<file path="src/rtl/gpio_atr_pkg.sv">
package gpio_atr_pkg;
  localparam int unsigned ADDR_W     = 5;
  localparam int unsigned NUM_SIDES  = 2;
  localparam int unsigned NUM_STATES = 4;
  localparam int unsigned TABLE_WORDS = NUM_SIDES * NUM_STATES;
  localparam int unsigned TABLE_IDX_W = $clog2(TABLE_WORDS);

  typedef enum logic [1:0] {
    REG_DATA = 2'd0,
    REG_DIR  = 2'd1,
    REG_SEL  = 2'd2,
    REG_DBG  = 2'd3
  } reg_kind_e;

  // word address = byte address >> 1
  typedef struct packed {
    logic       table_hit;
    logic [1:0] kind_state;
    logic       side;
  } word_addr_t;
endpackage

</file>
<file path="src/rtl/gpio_bus_ctrl.sv">
module gpio_bus_ctrl
  import gpio_atr_pkg::*;
(
  input  logic              clk_i,
  input  logic              rst_ni,
  input  logic              req_i,
  input  logic              we_i,
  input  logic [ADDR_W-1:0] addr_i,
  output logic              wr_en_o,
  output logic              rd_en_o,
  output word_addr_t        word_o,
  output logic              ack_o
);
  logic ack_q;
  logic accept;
  logic unused_addr_lsb;

  assign unused_addr_lsb = addr_i[0];
  assign accept  = req_i && !ack_q;
  assign wr_en_o = accept && we_i;
  assign rd_en_o = accept && !we_i;
  assign word_o  = word_addr_t'(addr_i[ADDR_W-1:1]);
  assign ack_o   = ack_q;

  always_ff @(posedge clk_i or negedge rst_ni) begin
    if (!rst_ni) ack_q <= 1'b0;
    else         ack_q <= accept;
  end
endmodule

</file>
<file path="src/rtl/gpio_atr_table.sv">
module gpio_atr_table
  import gpio_atr_pkg::*;
#(
  parameter int unsigned PIN_W = 16
) (
  input  logic                   clk_i,
  input  logic                   rst_ni,
  input  logic                   wr_en_i,
  input  logic [TABLE_IDX_W-1:0] idx_i,
  input  logic [PIN_W-1:0]       wdata_i,
  input  logic                   tx_active_i,
  input  logic                   rx_active_i,
  output logic [PIN_W-1:0]       rd_word_o,
  output logic [PIN_W-1:0]       atr_rx_o,
  output logic [PIN_W-1:0]       atr_tx_o
);
  logic [PIN_W-1:0] words_q [TABLE_WORDS];
  logic [1:0]       state;

  // state 0 idle, 1 tx only, 2 rx only, 3 both
  assign state = {rx_active_i, tx_active_i};

  always_ff @(posedge clk_i or negedge rst_ni) begin
    if (!rst_ni) begin
      for (int i = 0; i < TABLE_WORDS; i++) words_q[i] <= '0;
    end else if (wr_en_i) begin
      words_q[idx_i] <= wdata_i;
    end
  end

  assign rd_word_o = words_q[idx_i];
  assign atr_rx_o  = words_q[{state, 1'b0}];
  assign atr_tx_o  = words_q[{state, 1'b1}];
endmodule

</file>
<file path="src/rtl/gpio_pin_mux.sv">
module gpio_pin_mux #(
  parameter int unsigned PIN_W = 16
) (
  input  logic [PIN_W-1:0] sw_i,
  input  logic [PIN_W-1:0] atr_i,
  input  logic [PIN_W-1:0] dbg0_i,
  input  logic [PIN_W-1:0] dbg1_i,
  input  logic [PIN_W-1:0] sel_i,
  input  logic [PIN_W-1:0] dbg_en_i,
  output logic [PIN_W-1:0] out_o
);
  for (genvar p = 0; p < PIN_W; p++) begin : g_pin
    assign out_o[p] = dbg_en_i[p] ? (sel_i[p] ? dbg1_i[p] : dbg0_i[p])
                                  : (sel_i[p] ? atr_i[p]  : sw_i[p]);
  end
endmodule

</file>
<file path="src/rtl/gpio_atr_mux.sv">
module gpio_atr_mux
  import gpio_atr_pkg::*;
#(
  parameter int unsigned PIN_W = 16
) (
  input  logic              clk_i,
  input  logic              rst_ni,
  input  logic              bus_req_i,
  input  logic              bus_we_i,
  input  logic [ADDR_W-1:0] bus_addr_i,
  input  logic [PIN_W-1:0]  bus_wdata_i,
  output logic [PIN_W-1:0]  bus_rdata_o,
  output logic              bus_ack_o,
  input  logic              tx_active_i,
  input  logic              rx_active_i,
  input  logic [PIN_W-1:0]  dbg0_rx_i,
  input  logic [PIN_W-1:0]  dbg0_tx_i,
  input  logic [PIN_W-1:0]  dbg1_rx_i,
  input  logic [PIN_W-1:0]  dbg1_tx_i,
  input  logic [PIN_W-1:0]  pad_rx_i,
  output logic [PIN_W-1:0]  pad_rx_o,
  output logic [PIN_W-1:0]  pad_rx_oe_o,
  input  logic [PIN_W-1:0]  pad_tx_i,
  output logic [PIN_W-1:0]  pad_tx_o,
  output logic [PIN_W-1:0]  pad_tx_oe_o
);
  logic       wr_en, rd_en;
  word_addr_t word;

  logic [PIN_W-1:0] data_q  [NUM_SIDES];
  logic [PIN_W-1:0] dir_q   [NUM_SIDES];
  logic [PIN_W-1:0] sel_q   [NUM_SIDES];
  logic [PIN_W-1:0] dbg_q   [NUM_SIDES];
  logic [PIN_W-1:0] pad_in_q[NUM_SIDES];
  logic [PIN_W-1:0] pad_in  [NUM_SIDES];
  logic [PIN_W-1:0] dbg0    [NUM_SIDES];
  logic [PIN_W-1:0] dbg1    [NUM_SIDES];
  logic [PIN_W-1:0] atr     [NUM_SIDES];
  logic [PIN_W-1:0] pad_out [NUM_SIDES];
  logic [PIN_W-1:0] table_rd, rd_word, rdata_q;

  assign pad_in[0] = pad_rx_i;
  assign pad_in[1] = pad_tx_i;
  assign dbg0[0]   = dbg0_rx_i;
  assign dbg0[1]   = dbg0_tx_i;
  assign dbg1[0]   = dbg1_rx_i;
  assign dbg1[1]   = dbg1_tx_i;

  gpio_bus_ctrl u_bus (
    .clk_i  (clk_i),
    .rst_ni (rst_ni),
    .req_i  (bus_req_i),
    .we_i   (bus_we_i),
    .addr_i (bus_addr_i),
    .wr_en_o(wr_en),
    .rd_en_o(rd_en),
    .word_o (word),
    .ack_o  (bus_ack_o)
  );

  gpio_atr_table #(.PIN_W(PIN_W)) u_table (
    .clk_i      (clk_i),
    .rst_ni     (rst_ni),
    .wr_en_i    (wr_en && word.table_hit),
    .idx_i      ({word.kind_state, word.side}),
    .wdata_i    (bus_wdata_i),
    .tx_active_i(tx_active_i),
    .rx_active_i(rx_active_i),
    .rd_word_o  (table_rd),
    .atr_rx_o   (atr[0]),
    .atr_tx_o   (atr[1])
  );

  always_ff @(posedge clk_i or negedge rst_ni) begin
    if (!rst_ni) begin
      for (int s = 0; s < NUM_SIDES; s++) begin
        data_q[s]   <= '0;
        dir_q[s]    <= '0;
        sel_q[s]    <= '0;
        dbg_q[s]    <= '0;
        pad_in_q[s] <= '0;
      end
    end else begin
      for (int s = 0; s < NUM_SIDES; s++) begin
        pad_in_q[s] <= pad_in[s];
        if (wr_en && !word.table_hit && (int'(word.side) == s)) begin
          unique case (reg_kind_e'(word.kind_state))
            REG_DATA: data_q[s] <= bus_wdata_i;
            REG_DIR:  dir_q[s]  <= bus_wdata_i;
            REG_SEL:  sel_q[s]  <= bus_wdata_i;
            REG_DBG:  dbg_q[s]  <= bus_wdata_i;
          endcase
        end
      end
    end
  end

  always_comb begin
    if (word.table_hit) rd_word = table_rd;
    else begin
      unique case (reg_kind_e'(word.kind_state))
        REG_DATA: rd_word = pad_in_q[word.side];
        REG_DIR:  rd_word = dir_q[word.side];
        REG_SEL:  rd_word = sel_q[word.side];
        default:  rd_word = dbg_q[word.side];
      endcase
    end
  end

  always_ff @(posedge clk_i or negedge rst_ni) begin
    if (!rst_ni)    rdata_q <= '0;
    else if (rd_en) rdata_q <= rd_word;
  end
  assign bus_rdata_o = rdata_q;

  for (genvar s = 0; s < NUM_SIDES; s++) begin : g_side
    gpio_pin_mux #(.PIN_W(PIN_W)) u_mux (
      .sw_i    (data_q[s]),
      .atr_i   (atr[s]),
      .dbg0_i  (dbg0[s]),
      .dbg1_i  (dbg1[s]),
      .sel_i   (sel_q[s]),
      .dbg_en_i(dbg_q[s]),
      .out_o   (pad_out[s])
    );
  end

  assign pad_rx_o    = pad_out[0];
  assign pad_tx_o    = pad_out[1];
  assign pad_rx_oe_o = dir_q[0];
  assign pad_tx_oe_o = dir_q[1];
endmodule

</file>
<file path="config.mk">
export PLATFORM = sky130hd
export DESIGN_NAME = gpio_atr_mux
export DESIGN_NICKNAME = d
export VERILOG_FILES = /design/src/rtl/gpio_atr_pkg.sv /design/src/rtl/gpio_bus_ctrl.sv /design/src/rtl/gpio_atr_table.sv /design/src/rtl/gpio_pin_mux.sv /design/src/rtl/gpio_atr_mux.sv
export SDC_FILE = /design/constraint.sdc
export NUM_CORES = 1
export LEC_CHECK = 0
export BUFFER_PORTS_ARGS = -buffer_cell sky130_fd_sc_hd__buf_2
export CORE_MARGIN = 4
export CORE_UTILIZATION = 26
export CTS_CLUSTER_SIZE = 20
export DETAILED_ROUTE_END_ITERATION = 10
export SLEW_MARGIN = 20
export SYNTH_ARGS = -nofsm -noshare
export SYNTH_HDL_FRONTEND = slang
export SYNTH_SLANG_ARGS = --single-unit
</file>
<file path="constraint.sdc">
create_clock -name clk_i -period 4.3 [get_ports clk_i]
set_input_delay 1.29 -clock clk_i [delete_from_list [all_inputs] [get_ports clk_i]]
set_output_delay 1.29 -clock clk_i [all_outputs]
set_load 0.005 [all_outputs]
</file>
==> metrics.md <==
| Metric | Value |
|---|---|
| Final worst clock skew | 0.0185 ns |
| Detailed Place HPWL | 35200 um |
| Worst-Margin Slew | 0.951 ns |
| Static leakage | approximately 0.0083 uW |
| Critical Path Fanout Max | 18 |
| Cells after Synth | between 900 and 1k |
| Core area | around 58000 sq um |
| H-tree depth | 2 |
| Post-synthesis sequential area ratio | about half |
| CTS Buf Count | 39 |
| Starting density of the core | 26.2% |
| Global Route Usage Sum | 16.7% |
| CP required | 3.01 ns |
| DR DRC count | 0 |
| Post-synthesis cell area | 15100 sq um |
| Clk pwr share | 38.7% |
| Yosys warns | 0 |
| Number of I/O port buffers | 202 |
| Final Core Density | 31.9% |
| Setup crit start kind | input port |
| Register bit count reported by yosys | just over 300 |
| Fin crit period | 4.17 ns |
| Post-synth EDFFs | 0 |
| Vias/cell | 5.03 |
| Routed wire per std cell | 26.2 um |
| Vias in the first global route | 10.9k |
| Placer congestion estimate | between 0.7 and 0.8 |
| Final nets | approximately 1.3k |
| Setup ws final | 0.134 ns |
| Max-slew headroom | 36.5% |
| Number of gates resized after cts | 0 |
| CTS tree | yes |
| Comb pwr share | 18.0% |
| Die W | 249 um |
| Worst vdd ir | 0.300 mV |
| CP Class | input port to output pin |
| Crit. End Element | output pin |
| CP Data Arrival Time | 2.88 ns |
| Die area | around 62000 sq um |
| Initial antenna violation count | 2 |
| Global-route wire length before repair | 76800 um |
| PwrDens | 463 nW/um^2 |
| Hold Buf Count CTS | 0 |
| Top delay family on crit path | multiplexers |
| Max Freq | 240 MHz |
| Outcome | finished clean |
| Setup TNS | 0 ns |
| Routed Antenna Nets | 0 |
| Clk slew on worst S/H paths | 0.06 ns |
| Clock buffer depth | 3 |
| Num rows | just under 90 |
| Worst-Skew Late Latency | 0.56 ns |
| Total power | 8520 uW |
| Postcts setup bufs | 0 |
| Pre-antenna DRT Iters | 7 |
| Root Buffer | clkbuf_16 |
| Number of max-cap violations | 0 |
| Grt total ovfl | 0 |
| Final WL | 52600 um |
| Synth cell types | 62 |
| Fin. Hold Viols | 0 |
| CP max-delay cell | mux4_2 |
| Sw Share | 26.9% |
| IO Pins | 204 |
| Clock Sinks | 305 |
| Syn avg cell area | 15.3 sq um |
| Crit-path cells | buf_2, buf_12, mux4_2, mux4_2, buf_2 |
| Most frequent cells in the layout | 305 x dfrtp_1, 267 x mux2_2, 199 x buf_2 |
| Period utilisation layout | 96.9% |
| P_sw | approximately 2300 uW |
| Pint | just over 6000 uW |
| Worst min path class | flop to flop |
| Most common cell after layout, fill and taps aside | dfrtp_1 |
| Number of setup violations in the final report | 0 |
| Slowest cell delay on critical path | just under 0.6 ns |
| Detailed Route Iter0 Violations | 587 |
| Unrepaired setup endpoints after global routing | false |
| Max-slew violations | 0 |
| Dominant synthesized flop cell | dfrtp_1 |
| Layout area overhead | 21.7% |
| Synth async-reset ratio | 100% |
| Largest net degree at the start of global routing | 90 |
| Layout cells sized above 1 | between 50 and 60% |
| Seq pwr share | ~43% |
| Vias | 10.1k |
| Net Count, Synth | roughly 1.1k |
| Worst slack, placed | 0.127 ns |
| CP Buf/Inv Count | 3 |
| Die height | 249 um |
-- power groups by stage --
stage	sequential [uW]	combinational (uW)	clock [uW]
after global placement	3700	1530	0
after floorplan	3610	995	0
after detailed placement	3730	1550	0
after global routing	3750	1660	3510
after CTS	3680	1560	3380
final	3690	1530	3300
-- final cells by class --
cell class / count / area, sq um
inverter: 5 / 23.8
clock buffer: 60 / 1170
fill: 5725 / 39200
sequential: 305 / 7630
multi-input combinational: 599 / 6900
timing repair buffer: 261 / 1570
tap: 765 / 957
antenna: 2 / 5.00
clock inverter: 12 / 131
-- flip-flops by register name (all words and copies together) (netlist names) --
register	flops
dbg_q	32
pad_in_q	32
bus_rdata_o	16
sel_q	32
u_table.words_q	128
pad_tx_oe_o	16
data_q	32
pad_rx_oe_o	16
u_bus.ack_o	1
-- metrics by stage --
stage | hold slack, ns | cells | instance area, sq um
floorplan | 0.476 | 990 | 15100
global placement | 0.484 | 1935 | 17100
detailed placement | 0.494 | 1935 | 17100
CTS | 0.508 | 2007 | 18400
global route | 0.517 | 2007 | 18400
finish | 0.505 | 2009 | 18400
-- cell families after synthesis --
kind of cell | Yosys count | share of synthesized area [%]
mux | 395 | 35.5
flops | 305 | 50.5
compound gates | 127 | 6.47
buf+inv | 86 | 3.82
simple gates | 77 | 3.74
-- cell usage after synthesis, types with 3 or more instances --
cell | instances | area share, %
buf_1 | 4 | 0.099
a21oi_1 | 15 | 0.50
o21ai_0 | 20 | 0.66
a31oi_1 | 7 | 0.29
a22oi_1 | 10 | 0.50
o221a_2 | 6 | 0.45
mux2_2 | 267 | 20
dfrtp_1 | 305 | 51
mux4_2 | 77 | 11
nand3_1 | 5 | 0.17
buf_4 | 14 | 0.70
nor2_2 | 6 | 0.25
mux2i_1 | 30 | 2.0
a211oi_1 | 10 | 0.50
nor2b_1 | 6 | 0.25
a221o_1 | 13 | 0.86
inv_1 | 3 | 0.075
nand2_2 | 5 | 0.21
buf_6 | 20 | 1.5
nand2b_1 | 5 | 0.21
a22o_1 | 5 | 0.29
nor2_1 | 15 | 0.37
nand2_1 | 8 | 0.20
mux2_4 | 21 | 2.1
a221oi_1 | 17 | 0.99
and2_1 | 3 | 0.12
buf_2 | 18 | 0.60
o2bb2ai_1 | 7 | 0.41
clkbuf_1 | 22 | 0.55
o22ai_1 | 3 | 0.12
nor3_4 | 5 | 0.54
-- path summary, 6_finish.rpt --
kind / endpoint / slack (ns) / from / depth (start not counted)
max: pad_rx_o[14] / 0.13 / tx_active_i / 5
min: data_q[15]$_DFFE_PN0P_ / 0.51 / data_q[15]$_DFFE_PN0P_ / 1
max reg2reg: dbg_q[26]$_DFFE_PN0P_ / 1.92 / u_bus.ack_o$_DFF_PN0_ / 5
min reg2reg: data_q[15]$_DFFE_PN0P_ / 0.51 / data_q[15]$_DFFE_PN0P_ / 1
max in group asynchronous: sel_q[12]$_DFFE_PN0P_ / 2.68 / rst_ni / 2
min in group asynchronous: sel_q[0]$_DFFE_PN0P_ / 0.75 / rst_ni / 1
-- metal layers --
layer  GRT usage [%]  up-vias  wire (um)
met5               0        -          0
met4            4.88        0       1430
met3            4.36       79       3540
met2            27.2      322      24900
met1            21.9     5425      22700
li1                -     4279          -
No activity file was read; power rests on OpenSTA's default activity.
